$ cat src/rtl/srb_pkg.sv
package srb_pkg;
  localparam int OFS_DHI  = 0;
  localparam int OFS_DLO  = 1;
  localparam int OFS_CMD  = 2;
  localparam int OFS_ERST = 6;
  localparam int OFS_BRST = 7;

  typedef struct packed {
    logic dhi_wr;
    logic dlo_wr;
    logic cmd_wr;
    logic erst;
    logic brst;
  } srb_strb_t;
endpackage

$ cat src/rtl/srb_decode.sv
module srb_decode
  import srb_pkg::*;
#(
  parameter int HOST_AW = 3,
  parameter int HALF_W  = 32
) (
  input  logic               req_i,
  input  logic               we_i,
  input  logic [HOST_AW-1:0] addr_i,
  input  logic               flag_i,
  input  logic               busy_i,
  input  logic [HALF_W-1:0]  dhi_i,
  input  logic [HALF_W-1:0]  dlo_i,
  input  logic [HALF_W-1:0]  cmd_i,
  output srb_strb_t          strb_o,
  output logic [HALF_W-1:0]  rdata_o
);
  always_comb begin
    strb_o = '0;
    if (req_i && we_i) begin
      case (addr_i)
        HOST_AW'(OFS_DHI):  strb_o.dhi_wr = !busy_i;
        HOST_AW'(OFS_DLO):  strb_o.dlo_wr = !busy_i;
        HOST_AW'(OFS_CMD):  strb_o.cmd_wr = !busy_i;
        HOST_AW'(OFS_ERST): strb_o.erst   = flag_i;
        HOST_AW'(OFS_BRST): strb_o.brst   = flag_i;
        default: ;
      endcase
    end
  end

  // reset registers are write-only
  always_comb begin
    case (addr_i)
      HOST_AW'(OFS_DHI): rdata_o = dhi_i;
      HOST_AW'(OFS_DLO): rdata_o = dlo_i;
      HOST_AW'(OFS_CMD): rdata_o = cmd_i;
      default:           rdata_o = '0;
    endcase
  end
endmodule

$ cat src/rtl/srb_data_stage.sv
module srb_data_stage #(
  parameter int HALF_W = 32,
  localparam int DATA_W = 2 * HALF_W
) (
  input  logic              clk_i,
  input  logic              rst_ni,
  input  logic              clr_i,
  input  logic              wr_hi_i,
  input  logic              wr_lo_i,
  input  logic [HALF_W-1:0] wdata_i,
  input  logic              cap_i,
  input  logic [DATA_W-1:0] cap_data_i,
  output logic [HALF_W-1:0] hi_o,
  output logic [HALF_W-1:0] lo_o
);
  always_ff @(posedge clk_i or negedge rst_ni) begin
    if (!rst_ni) begin
      hi_o <= '0;
      lo_o <= '0;
    end else if (clr_i) begin
      hi_o <= '0;
      lo_o <= '0;
    end else if (cap_i) begin
      // both halves on one edge
      hi_o <= cap_data_i[DATA_W-1:HALF_W];
      lo_o <= cap_data_i[HALF_W-1:0];
    end else begin
      if (wr_hi_i) hi_o <= wdata_i;
      if (wr_lo_i) lo_o <= wdata_i;
    end
  end
endmodule

$ cat src/rtl/srb_txn_ctrl.sv
module srb_txn_ctrl #(
  parameter int HALF_W  = 32,
  parameter int SCOM_AW = 31
) (
  input  logic               clk_i,
  input  logic               rst_ni,
  input  logic               clr_i,
  input  logic               cmd_wr_i,
  input  logic [HALF_W-1:0]  wdata_i,
  input  logic               ack_i,
  input  logic               err_i,
  output logic               req_o,
  output logic               we_o,
  output logic [SCOM_AW-1:0] addr_o,
  output logic [HALF_W-1:0]  cmd_o,
  output logic               err_o,
  output logic               cap_o
);
  logic              req_q;
  logic              err_q;
  logic [HALF_W-1:0] cmd_q;

  always_ff @(posedge clk_i or negedge rst_ni) begin
    if (!rst_ni) begin
      req_q <= 1'b0;
      err_q <= 1'b0;
      cmd_q <= '0;
    end else if (clr_i) begin
      req_q <= 1'b0;
      err_q <= 1'b0;
      cmd_q <= '0;
    end else if (req_q && ack_i) begin
      req_q <= 1'b0;
      if (err_i) err_q <= 1'b1;
    end else if (cmd_wr_i) begin
      req_q <= 1'b1;
      cmd_q <= wdata_i;
    end
  end

  assign req_o  = req_q;
  assign we_o   = cmd_q[HALF_W-1];
  assign addr_o = cmd_q[SCOM_AW-1:0];
  assign cmd_o  = cmd_q;
  assign err_o  = err_q;
  assign cap_o  = req_q && ack_i && !cmd_q[HALF_W-1] && !err_i;
endmodule

$ cat src/rtl/reg_scan_bridge.sv
module reg_scan_bridge
  import srb_pkg::*;
#(
  parameter int HOST_AW = 3,
  parameter int HALF_W  = 32,
  parameter int SCOM_AW = 31,
  localparam int DATA_W = 2 * HALF_W
) (
  input  logic               clk_i,
  input  logic               rst_ni,
  input  logic               hst_req_i,
  input  logic               hst_we_i,
  input  logic [HOST_AW-1:0] hst_addr_i,
  input  logic [HALF_W-1:0]  hst_wdata_i,
  output logic [HALF_W-1:0]  hst_rdata_o,
  output logic               busy_o,
  output logic               err_o,
  output logic               bus_req_o,
  output logic               bus_we_o,
  output logic [SCOM_AW-1:0] bus_addr_o,
  output logic [DATA_W-1:0]  bus_wdata_o,
  input  logic               bus_ack_i,
  input  logic               bus_err_i,
  input  logic [DATA_W-1:0]  bus_rdata_i,
  output logic               bus_rst_o
);
  srb_strb_t         strb;
  logic [HALF_W-1:0] dhi, dlo, cmd;
  logic              cap;
  logic              brst_q;

  srb_decode #(.HOST_AW(HOST_AW), .HALF_W(HALF_W)) u_decode (
    .req_i   (hst_req_i),
    .we_i    (hst_we_i),
    .addr_i  (hst_addr_i),
    .flag_i  (hst_wdata_i[HALF_W-1]),
    .busy_i  (bus_req_o),
    .dhi_i   (dhi),
    .dlo_i   (dlo),
    .cmd_i   (cmd),
    .strb_o  (strb),
    .rdata_o (hst_rdata_o)
  );

  srb_data_stage #(.HALF_W(HALF_W)) u_data (
    .clk_i      (clk_i),
    .rst_ni     (rst_ni),
    .clr_i      (strb.erst),
    .wr_hi_i    (strb.dhi_wr),
    .wr_lo_i    (strb.dlo_wr),
    .wdata_i    (hst_wdata_i),
    .cap_i      (cap),
    .cap_data_i (bus_rdata_i),
    .hi_o       (dhi),
    .lo_o       (dlo)
  );

  srb_txn_ctrl #(.HALF_W(HALF_W), .SCOM_AW(SCOM_AW)) u_txn (
    .clk_i    (clk_i),
    .rst_ni   (rst_ni),
    .clr_i    (strb.erst),
    .cmd_wr_i (strb.cmd_wr),
    .wdata_i  (hst_wdata_i),
    .ack_i    (bus_ack_i),
    .err_i    (bus_err_i),
    .req_o    (bus_req_o),
    .we_o     (bus_we_o),
    .addr_o   (bus_addr_o),
    .cmd_o    (cmd),
    .err_o    (err_o),
    .cap_o    (cap)
  );

  always_ff @(posedge clk_i or negedge rst_ni) begin
    if (!rst_ni) brst_q <= 1'b0;
    else         brst_q <= strb.brst;
  end

  assign busy_o      = bus_req_o;
  assign bus_wdata_o = {dhi, dlo};
  assign bus_rst_o   = brst_q;
endmodule

$ cat config.mk
export PLATFORM = sky130hd
export DESIGN_NAME = reg_scan_bridge
export DESIGN_NICKNAME = d
export VERILOG_FILES = /design/src/rtl/srb_pkg.sv /design/src/rtl/srb_decode.sv /design/src/rtl/srb_data_stage.sv /design/src/rtl/srb_txn_ctrl.sv /design/src/rtl/reg_scan_bridge.sv
export SDC_FILE = /design/constraint.sdc
export NUM_CORES = 1
export LEC_CHECK = 0
export ABC_AREA = 1
export BUFFER_PORTS_ARGS = -buffer_cell sky130_fd_sc_hd__buf_2
export CAP_MARGIN = 5
export CELL_PAD_IN_SITES_DETAIL_PLACEMENT = 0
export CELL_PAD_IN_SITES_GLOBAL_PLACEMENT = 2
export CORE_MARGIN = 8
export CORE_UTILIZATION = 25
export CTS_BUF_LIST = sky130_fd_sc_hd__clkbuf_4 sky130_fd_sc_hd__clkbuf_8 sky130_fd_sc_hd__clkbuf_16
export DETAILED_ROUTE_END_ITERATION = 10
export PLACE_DENSITY_LB_ADDON = 0.2
export SLEW_MARGIN = 5
export SYNTH_ARGS = -nofsm -noshare
export SYNTH_HDL_FRONTEND = slang
export SYNTH_SLANG_ARGS = --single-unit
$ cat constraint.sdc
create_clock -name clk_i -period 1.55 [get_ports clk_i]
set_input_delay 0.2325 -clock clk_i [delete_from_list [all_inputs] [get_ports clk_i]]
set_output_delay 0.2325 -clock clk_i [all_outputs]
set_load 0.03 [all_outputs]
==> results.cfg, run 1 <==
[global_routing]
gr-total-overflow = 0
grt_start_max_net_pins = 51
grt_pass1_vias = 6611
antenna_found_initial = 2
first_pass_grt_wire_length_mm = 39.7
grt.total_usage_pct = 18.9

[timing]
rsz0062_at_grt = true
maxSlewViolCount = 0
slew-limit-headroom_pct = 72.7
max_fclk_ghz = 0.670
worst_clock_skew_ns = 0.00618
worst-slew-pin-transition_ns = 0.408
post-route-period-util_pct = 96.3
hold_viol = 0
finalSetupViolCount = 0
final.min_clock_period_ns = 1.49

[layout]
fraction_of_final_layout_cells_with_drive_strength_greater_than_1_pct = 32.5
finish.net_count = 1114
filler_cell_count = 2430
post-route-cell-area_um2 = 8100
syn_to_final_growth_pct = 44.8
layout.cells.non_filler = 1295

[pwr]
leakage_power_uw = 0.00428
ir_worst_vdd_uv = 587
power.density_cell_area_nw_per_um2 = 1630

[place]
placement.cell_area_um2 = 7370
dpl.cell_count = 1267
place.gp.congestion = 0.746
dp_hpwl_mm = 18.3
buffer_ports.inserted = 236

[clock_network]
ctsHtreeMaxLevel = 3
clock_sinks = 99
clk_pin_slew_ns = 0.07
ctsRootBufferMaster = sky130_fd_sc_hd__clkbuf_16
cts.path.max_buffers = 2
numCtsBuffers = 9
clock_tree_from_tritoncts = done
worst_skew_pair_later_pin_latency_ns = 0.35

[route]
viasPerCell = 4.99
detail_route.first_pass.iterations = 6
drcViolationCount = 0
drtAntennaViolNets = 0
dr_total_vias = 6458
totalWireLength_mm = 26.6
initialDrtViolationCount = 359
mean_routed_wirelength_per_cell_um = 20.6

[floorplanning]
core_um2 = 21900
core.rowCount = 54
io_pins = 237
design.die.area_um2 = 27400
die_height_um = 166
floorplan.initialDensity_pct = 25.5
die_width_um = 166

[run]
max_cap_viol_count = 0

[synthesis]
netlist.area_leader.share_pct = 44.3
syn_nets = 883
ys_async_sr_fraction_pct = 100
synth.cell_area_um2 = 5590
post_synth_most_frequent_cells = sky130_fd_sc_hd__nand2_1 (295), sky130_fd_sc_hd__nand3_1 (160), sky130_fd_sc_hd__dfrtp_1 (99), sky130_fd_sc_hd__a21oi_1 (65), sky130_fd_sc_hd__nand4_1 (64)
synth.top_cells.by_area = sky130_fd_sc_hd__dfrtp_1 (44%), sky130_fd_sc_hd__nand2_1 (20%), sky130_fd_sc_hd__nand3_1 (14%)
ys_seq_elements = 99
synthesis.instances = 778
synth_sequential_area_ratio_pct = 44.3
synth_top_cell_by_area = sky130_fd_sc_hd__dfrtp_1
synth.lib_cells_used.distinct = 20
synth_enable_flop_cells = 0
synth_most_common_cell = sky130_fd_sc_hd__nand2_1
synthFlopType = sky130_fd_sc_hd__dfrtp_1
avgSynthCellArea_um2 = 7.19
synth_warnings = 0

[worst_setup_path]
cp_data_arrival_time_ns = 1.26
ff2ff_setup_slack_ns = 0.11
capturing_element_type_of_the_critical_path = output port
worstReg2RegStart = u_txn.cmd_o[31]
worst-path-max-fanout = 20
critPathRequiredTime_ns = 1.32
worstSetupPathType = input pin to output port
crit_path_start_kind = input pin
ff2ff_path_depth = 6
r2r-end = u_data.hi_o[6]

[status]
run_status = complete, no violations

[hold_path]
min-delay-start = hst_wdata_i[2]
worstHoldPathCells = 3
timing.hold.worst_endpoint = u_txn.cmd_o[2]
timing.hold.worst.class = input pin to register
[layer usage]
layer  vias to the layer above  GRT usage [%]  part of all wire [%]
li1                       3112              -                     -
met1                      3118           24.2                    44
met2                       215           32.3                    49
met3                        13           3.27                   5.8
met4                         0           4.42                  0.90
met5                         -              0                     0
[sequential cells by signal, summed over array words and instances (netlist names)]
register     flops
bus_rst_o        1
u_data.hi_o     32
u_data.lo_o     32
u_txn.cmd_o     32
u_txn.err_o      1
u_txn.req_o      1
[metrics by stage]
stage	worst slack, ns	hold slack (ns)	TNS (ns)	total power [µW]	utilization [%]
2_1_floorplan	0.0114	-0.0631	0	8330	-
3_3_place_gp	-0.0719	0.145	-3.27	10700	33.7
3_5_place_dp	-0.0787	0.151	-4.25	10800	33.7
4_1_cts	0.00582	0.108	0	13300	35.8
5_1_grt	-0.00357	0.125	-0.00694	14000	37.0
6_report	0.0574	0.124	0	13200	37.0
[where the power goes]
part	total [µW]	switching, µW	leakage (µW)	internal [µW]
Clock	2370	1040	0.000144	1330
Sequential	4570	980	0.00125	3590
Combinational	6280	4270	0.00288	2000
Total	13200	6290	0.00428	6920
[layout make-up]
class                      count  area [µm²]  area share [%]
tap                          280         350            4.33
sequential                    99        2480            30.6
antenna                        2        5.00          0.0618
clock inverter                 4        50.0           0.618
multi-input combinational    599        2830            35.0
clock buffer                  11         253            3.12
inverter                       6        22.5           0.278
timing repair buffer         294        2110            26.1
[worst max path at each step]
stage / from / to / slack (ns) / depth (start not counted)
final: hst_addr_i[1] / hst_rdata_o[29] / 0.06 / 8
after global routing: hst_addr_i[1] / hst_rdata_o[13] / -0.004 / 8
after CTS: hst_addr_i[1] / hst_rdata_o[14] / 0.006 / 8
after detailed placement: hst_addr_i[1] / u_data.lo_o[5] / -0.08 / 8
after global placement: hst_addr_i[1] / u_data.hi_o[27] / -0.07 / 8
after floorplan: u_txn.req_o / u_data.hi_o[15] / 0.01 / 7
[cells in the final DEF, fill, tap and decap left out, types with 2 or more instances in the layout]
| master | instances |
|---|---|
| sky130_fd_sc_hd__a21oi_1 | 65 |
| sky130_fd_sc_hd__buf_12 | 20 |
| sky130_fd_sc_hd__buf_2 | 202 |
| sky130_fd_sc_hd__buf_4 | 46 |
| sky130_fd_sc_hd__buf_6 | 18 |
| sky130_fd_sc_hd__buf_8 | 2 |
| sky130_fd_sc_hd__clkbuf_16 | 12 |
| sky130_fd_sc_hd__clkbuf_8 | 2 |
| sky130_fd_sc_hd__clkinvlp_4 | 2 |
| sky130_fd_sc_hd__dfrtp_1 | 99 |
| sky130_fd_sc_hd__diode_2 | 2 |
| sky130_fd_sc_hd__inv_1 | 3 |
| sky130_fd_sc_hd__inv_2 | 3 |
| sky130_fd_sc_hd__nand2_1 | 294 |
| sky130_fd_sc_hd__nand3_1 | 152 |
| sky130_fd_sc_hd__nand3_2 | 10 |
| sky130_fd_sc_hd__nand4_1 | 64 |
| sky130_fd_sc_hd__nor2_1 | 2 |
| sky130_fd_sc_hd__nor2_4 | 3 |
| sky130_fd_sc_hd__nor3_4 | 3 |
[logic make-up after synthesis]
kind of cell    after synthesis  synth area share (%)
buf+inv                      80                  6.94
compound gates               66                  5.91
flops                        99                  44.3
simple gates                533                  42.9
[timing repair]
action	CTS	global route
hold endpoints to repair	17	0
cloned	2	3
hold buffers	1	0
resized for setup	36	43
endpoints found under the setup margin	21	40
buffers inserted	3	3
pin swaps	1	3
[worst max-delay path: stages]
cell	delay (ns)
sky130_fd_sc_hd__clkbuf_4	0.15
sky130_fd_sc_hd__inv_2	0.07
sky130_fd_sc_hd__nor3_4	0.19
sky130_fd_sc_hd__buf_12	0.16
sky130_fd_sc_hd__buf_12	0.15
sky130_fd_sc_hd__nand2_1	0.06
sky130_fd_sc_hd__nand3_1	0.08
sky130_fd_sc_hd__buf_4	0.16
Power figures use the tool's default switching activity.
==> inputs of run 2 (changes only) <==
--- a/config.mk
+++ b/config.mk
@@ -11,7 +11,7 @@
 export CELL_PAD_IN_SITES_DETAIL_PLACEMENT = 0
 export CELL_PAD_IN_SITES_GLOBAL_PLACEMENT = 2
 export CORE_MARGIN = 8
-export CORE_UTILIZATION = 25
+export CORE_UTILIZATION = 23
 export CTS_BUF_LIST = sky130_fd_sc_hd__clkbuf_4 sky130_fd_sc_hd__clkbuf_8 sky130_fd_sc_hd__clkbuf_16
 export DETAILED_ROUTE_END_ITERATION = 10
 export PLACE_DENSITY_LB_ADDON = 0.2
==> constraint.sdc (replaced) <==
create_clock -name clk_i -period 1.2 [get_ports clk_i]
set_input_delay 0.18 -clock clk_i [delete_from_list [all_inputs] [get_ports clk_i]]
set_output_delay 0.18 -clock clk_i [all_outputs]
set_load 0.03 [all_outputs]
==> run 2 against run 1 <==
The run now ends with negative setup slack left. Routed wire length increased by 12%. Non-clock buffer count grew 61. Clock-buffer cell count increased by 2. Sequential share of layout area down 5.9 points. Via count up 4.7%. Critical path depth did not move. Utilization is 5.2 points higher.
==> results.cfg, run 2 (synthesis results as in run 1) <==
[status]
run_status = complete, but fails checks
failed_checks = negative setup slack

[route]
initialDrtViolationCount = 388
totalWireLength_mm = 29.9
drtAntennaViolNets = 0
mean_routed_wirelength_per_cell_um = 21.3
drcViolationCount = 0
detail_route.first_pass.iterations = 4
dr_total_vias = 6761
viasPerCell = 4.83

[timing]
finalSetupViolCount = 133
post-route-period-util_pct = 120
worst-slew-pin-transition_ns = 0.388
rsz0062_at_grt = true
max_fclk_ghz = 0.696
worst_clock_skew_ns = 0.00858
slew-limit-headroom_pct = 74.0
final.min_clock_period_ns = 1.44
maxSlewViolCount = 0
hold_viol = 0
setup_ws_ns = -0.238

[worst_setup_path]
worstSetupPathType = register to register
capturing_element_type_of_the_critical_path = register
worst-path-max-fanout = 6
r2r-end = u_data.lo_o[14]
worstReg2RegStart = u_txn.cmd_o[31]
crit_path_start_kind = register
crit_path_start = u_txn.cmd_o[31]
ff2ff_path_depth = 8
critPathRequiredTime_ns = 1.49
ff2ff_setup_slack_ns = -0.24
cp-endpoint = u_data.lo_o[14]
cp_data_arrival_time_ns = 1.73

[floorplanning]
io_pins = 237
floorplan.initialDensity_pct = 23.2
die_width_um = 172
design.die.area_um2 = 29600
core.rowCount = 57
core_um2 = 24100
die_height_um = 172

[layout]
mostFrequentLayoutCells = sky130_fd_sc_hd__nand2_1 (213), sky130_fd_sc_hd__buf_2 (147), sky130_fd_sc_hd__nand3_1 (102)
syn_to_final_growth_pct = 81.6
post-route-cell-area_um2 = 10200
mostFrequentLayoutCell = sky130_fd_sc_hd__nand2_1
layout.cells.non_filler = 1400
finish.net_count = 1176
filler_cell_count = 2564
diodes = 0
fraction_of_final_layout_cells_with_drive_strength_greater_than_1_pct = 51.7

[global_routing]
global_route.usage.met1_pct = 26.5
gr-total-overflow = 0
groute.layer.met3.usage_pct = 3.93
met2_grt_util_pct = 31.4
grt_pass1_vias = 6887
busiest_layer = met2
grt_start_max_net_pins = 46
first_pass_grt_wire_length_mm = 43.5
antenna_found_initial = 1
grt.total_usage_pct = 19.5

[clock_network]
clk_pin_slew_ns = 0.07
ctsHtreeMaxLevel = 3
numCtsBuffers = 9
cts.path.max_buffers = 2
clock_tree_from_tritoncts = done
ctsRootBufferMaster = sky130_fd_sc_hd__clkbuf_16
worst_skew_pair_later_pin_latency_ns = 0.36
clock_sinks = 99

[place]
buffer_ports.inserted = 236
place.gp.congestion = 0.746
dpl.cell_count = 1341
dp_hpwl_mm = 19.5
placement.cell_area_um2 = 7930

[pwr]
leakage_power_uw = 0.00546
power.density_cell_area_nw_per_um2 = 1910
ir_worst_vdd_uv = 940

[run]
max_cap_viol_count = 0

[hold_path]
timing.hold.worst.class = input pin to register
==> run 2: changes by cell type in the layout (fill, tap and decap cells not counted), sizes merged <==
cell and change:
buf +45, bufbuf +2, clkbuf +16, clkinv -1, diode -2, nand2 +1
==> run 2: critical path: stages, from the launching register on <==
cell                      delay (ns)
sky130_fd_sc_hd__dfrtp_2        0.43
sky130_fd_sc_hd__nor2_4         0.14
sky130_fd_sc_hd__buf_12         0.13
sky130_fd_sc_hd__nand2_8        0.09
sky130_fd_sc_hd__buf_6          0.13
sky130_fd_sc_hd__nand3_4        0.13
sky130_fd_sc_hd__buf_6          0.19
sky130_fd_sc_hd__nand2_1        0.07
sky130_fd_sc_hd__nand2_1        0.06
==> run 2: timing repair <==
item / CTS / global route
gates resized for setup: 192 / 211
setup buffers: 17 / 7
pin swaps: 31 / 30
endpoints found under the hold margin: 82 / 0
endpoints found under the setup margin: 132 / 164
hold buffers: 1 / 0
gates cloned: 14 / 6
==> run 2: final cells by class <==
cell class	count	area (µm²)	share of cell area (%)
tap	324	405	3.99
inverter	6	30.0	0.296
clock buffer	13	274	2.70
sequential	99	2500	24.6
clock inverter	3	45.0	0.443
multi-input combinational	600	3590	35.4
timing repair buffer	355	3310	32.6
==> run 2: where the power goes <==
group          total [µW]  internal (µW)  switching, µW
Combinational        9870           3920           5950
Clock                3220           1820           1410
Sequential           6310           4690           1620
Total               19400          10400           8980
==> run 2: worst min path at each step <==
stage,from,end,cells after the start
after global routing,hst_addr_i[1],bus_rst_o,3
after detailed placement,rst_ni,u_data.lo_o[29],1
after CTS,hst_addr_i[1],bus_rst_o,3
after global placement,rst_ni,u_data.hi_o[29],1
final,hst_wdata_i[30],u_txn.cmd_o[30],3
after floorplan,rst_ni,bus_rst_o,0
==> run 2: stage by stage <==
| stage | setup TNS [ns] | util (%) | hold slack (ns) | total power, µW | setup WS (ns) |
|---|---|---|---|---|---|
| 3_3_place_gp | -32.42 | 32.9 | 0.0559 | 14200 | -0.310 |
| 3_5_place_dp | -35.65 | 32.9 | 0.0580 | 14200 | -0.339 |
| 5_1_grt | -30.79 | 42.1 | 0.0591 | 20500 | -0.288 |
| 4_1_cts | -20.83 | 39.1 | 0.0440 | 18500 | -0.218 |
| 2_1_floorplan | -4.78 | - | -0.116 | 11000 | -0.0791 |
| 6_report | -23.40 | 42.1 | 0.0650 | 19400 | -0.238 |
==> run 2: per-layer routing <==
metal / vias up / part of all wire (%)
li1: 3245 / -
met4: 2 / 1.2
met1: 3308 / 46
met3: 24 / 5.3
met5: - / 0.033
met2: 182 / 47
==> inputs of run 3 (changes only) <==
==> constraint.sdc (replaced) <==
create_clock -name clk_i -period 1.2 [get_ports clk_i]
set_input_delay 0.24 -clock clk_i [delete_from_list [all_inputs] [get_ports clk_i]]
set_output_delay 0.24 -clock clk_i [all_outputs]
set_load 0.03 [all_outputs]
==> run 3 against run 2 <==
The flow still finishes with violations (negative setup slack). Clock power rose by 2%. Power rose by 13%. Flip-flop and latch count did not move. First-iteration DRC count rose by 16%. Clock-buffer cell count fell by 2. Non-clock buffer count rose by 55. Die area did not move. Critical path type is now input pin to output port. Largest power group unchanged.
==> results.cfg, run 3 (synthesis results as in run 1) <==
[layout]
finish.net_count = 1230
mostFrequentLayoutCell = sky130_fd_sc_hd__nand2_1
utilization_pct = 48.7
fraction_of_final_layout_cells_with_drive_strength_greater_than_1_pct = 62.6
syn_to_final_growth_pct = 110
layout.cells.non_filler = 1452
mostFrequentLayoutCells = sky130_fd_sc_hd__nand2_1 (163), sky130_fd_sc_hd__buf_6 (134), sky130_fd_sc_hd__buf_2 (101)
diodes = 0

[global_routing]
met2_grt_util_pct = 34.2
grt.total_usage_pct = 21.1
gr-total-overflow = 0
busiest_layer = met2
antenna_found_initial = 1
global_route.usage.met1_pct = 28.4
grt_start_max_net_pins = 41
groute.layer.met3.usage_pct = 4.89
grt_pass1_vias = 7343
first_pass_grt_wire_length_mm = 46.8

[timing]
slew-limit-headroom_pct = 75.9
hold_viol = 0
worst-slew-pin-transition_ns = 0.358
maxSlewViolCount = 0
finalSetupViolCount = 142
max_fclk_ghz = 0.672
setup_ws_ns = -0.288
final.min_clock_period_ns = 1.49
rsz0062_at_grt = true
post-route-period-util_pct = 124
tns_ns = -24.65
worst_clock_skew_ns = 0.00492

[clock_network]
clock_tree_from_tritoncts = done
cts.path.max_buffers = 2
ctsHtreeMaxLevel = 3
numCtsBuffers = 9
clk_pin_slew_ns = 0.07
ctsRootBufferMaster = sky130_fd_sc_hd__clkbuf_16
worst_skew_pair_later_pin_latency_ns = 0.36
clock_sinks = 99

[status]
run_status = complete, but fails checks
failed_checks = negative setup slack

[route]
initialDrtViolationCount = 452
dr_total_vias = 7239
mean_routed_wirelength_per_cell_um = 23.0
drcViolationCount = 0
drtAntennaViolNets = 0
detail_route.first_pass.iterations = 5
totalWireLength_mm = 33.4
viasPerCell = 4.99

[floorplanning]
floorplan.initialDensity_pct = 23.2
core.rowCount = 57
design.die.area_um2 = 29600
core_um2 = 24100
die_width_um = 172
io_pins = 237
die_height_um = 172

[worst_setup_path]
crit_path_start_kind = input pin
cp-endpoint = hst_rdata_o[6]
worstReg2RegStart = u_txn.req_o
worstSetupPathType = input pin to output port
cp_data_arrival_time_ns = 1.25
worst-path-max-fanout = 5
max_stage_delay_ns = 0.19
crit_path_start = hst_addr_i[0]
cp_cell_sequence = buf_8, nor3_4, buf_6, buf_12, buf_12, nand2_2, nand3_4, buf_6
r2r-end = u_data.lo_o[16]
critPathRequiredTime_ns = 0.96
capturing_element_type_of_the_critical_path = output port
ff2ff_setup_slack_ns = -0.27
cp_slowest_cell = sky130_fd_sc_hd__nor3_4
ff2ff_path_depth = 9

[pwr]
leakage_power_uw = 0.00587
power.density_cell_area_nw_per_um2 = 1870
p_seq_share_pct = 28.8
cellInternalPower_uw = 12300
design_power_total_uw = 21900
clock_share_of_power_pct = 15.0
switching_power_uw = 9620
ir_worst_vdd_uv = 824
p_sw_share_pct = 43.9
power.combinational.fraction_pct = 56.3

[hold_path]
worstHoldPathCells = 3
timing.hold.worst.class = input pin to register

[run]
max_cap_viol_count = 0

[place]
dpl.cell_count = 1335
buffer_ports.inserted = 236
pre_cts_ws_ns = -0.427
dp_hpwl_mm = 19.4
place.gp.congestion = 0.764
## run 3: cell count changes in the layout (fill, tap and decap cells not counted), sizes merged
cell / previous run / this run
buf: 334 / 399
clkinv: 0 / 1
bufbuf: 2 / 0
clkbuf: 31 / 21
clkinvlp: 2 / 0
bufinv: 1 / 2
nand2: 297 / 296
## run 3: how the worst min path moves through the flow
stage                    start               to  slack, ns
6_report       hst_wdata_i[26]  u_txn.cmd_o[26]       0.12
5_1_grt        hst_wdata_i[26]  u_txn.cmd_o[26]       0.14
4_1_cts        hst_wdata_i[13]  u_txn.cmd_o[13]       0.11
3_5_place_dp            rst_ni   u_data.lo_o[3]       0.16
3_3_place_gp            rst_ni   u_data.lo_o[1]       0.17
2_1_floorplan           rst_ni        bus_rst_o      -0.06
## run 3: layer usage
| metal | vias up | share of wire (%) | routed length, µm |
|---|---|---|---|
| met5 | - | 0.024 | 8 |
| met4 | 2 | 1.6 | 541 |
| met3 | 29 | 6.3 | 2090 |
| met2 | 248 | 47 | 15600 |
| met1 | 3606 | 46 | 15200 |
| li1 | 3354 | - | - |
## run 3: worst max-delay path, delay by kind of cell
family        cells  cell delay [ns]
buf+inv           5             0.68
simple gates      3             0.32
## run 3: what timing repair did
item,in CTS,in global routing
setup buffers,50,27
endpoints found under the hold margin,16,0
endpoints found under the setup margin,206,223
hold buffers,1,0
gates resized for setup,373,293
cloned,25,10
pin swaps,52,80
## run 3: layout make-up
cell class / instances / area, µm²
Clock buffer: 11 / 246
Clock inverter: 3 / 65.1
Fill cell: 2389 / 12400
Inverter: 6 / 32.5
Multi-Input combinational cell: 599 / 4040
Sequential cell: 99 / 2490
Tap cell: 324 / 405
Timing Repair Buffer: 410 / 4450
## run 3: power groups by stage
stage	registers, µW	logic (µW)	clock network, µW
floorplan	8210	2820	0
global placement	6040	8090	0
detailed placement	6010	8140	0
CTS	6160	11000	3350
global route	6500	13000	3450
finish	6300	12300	3270
## run 3: stage by stage
step                hold slack, ns  instance area (µm²)
finish                       0.125                11700
global route                 0.143                11700
CTS                          0.113                10500
detailed placement           0.164                 7840
global placement             0.167                 7840
floorplan                  -0.0556                 6010
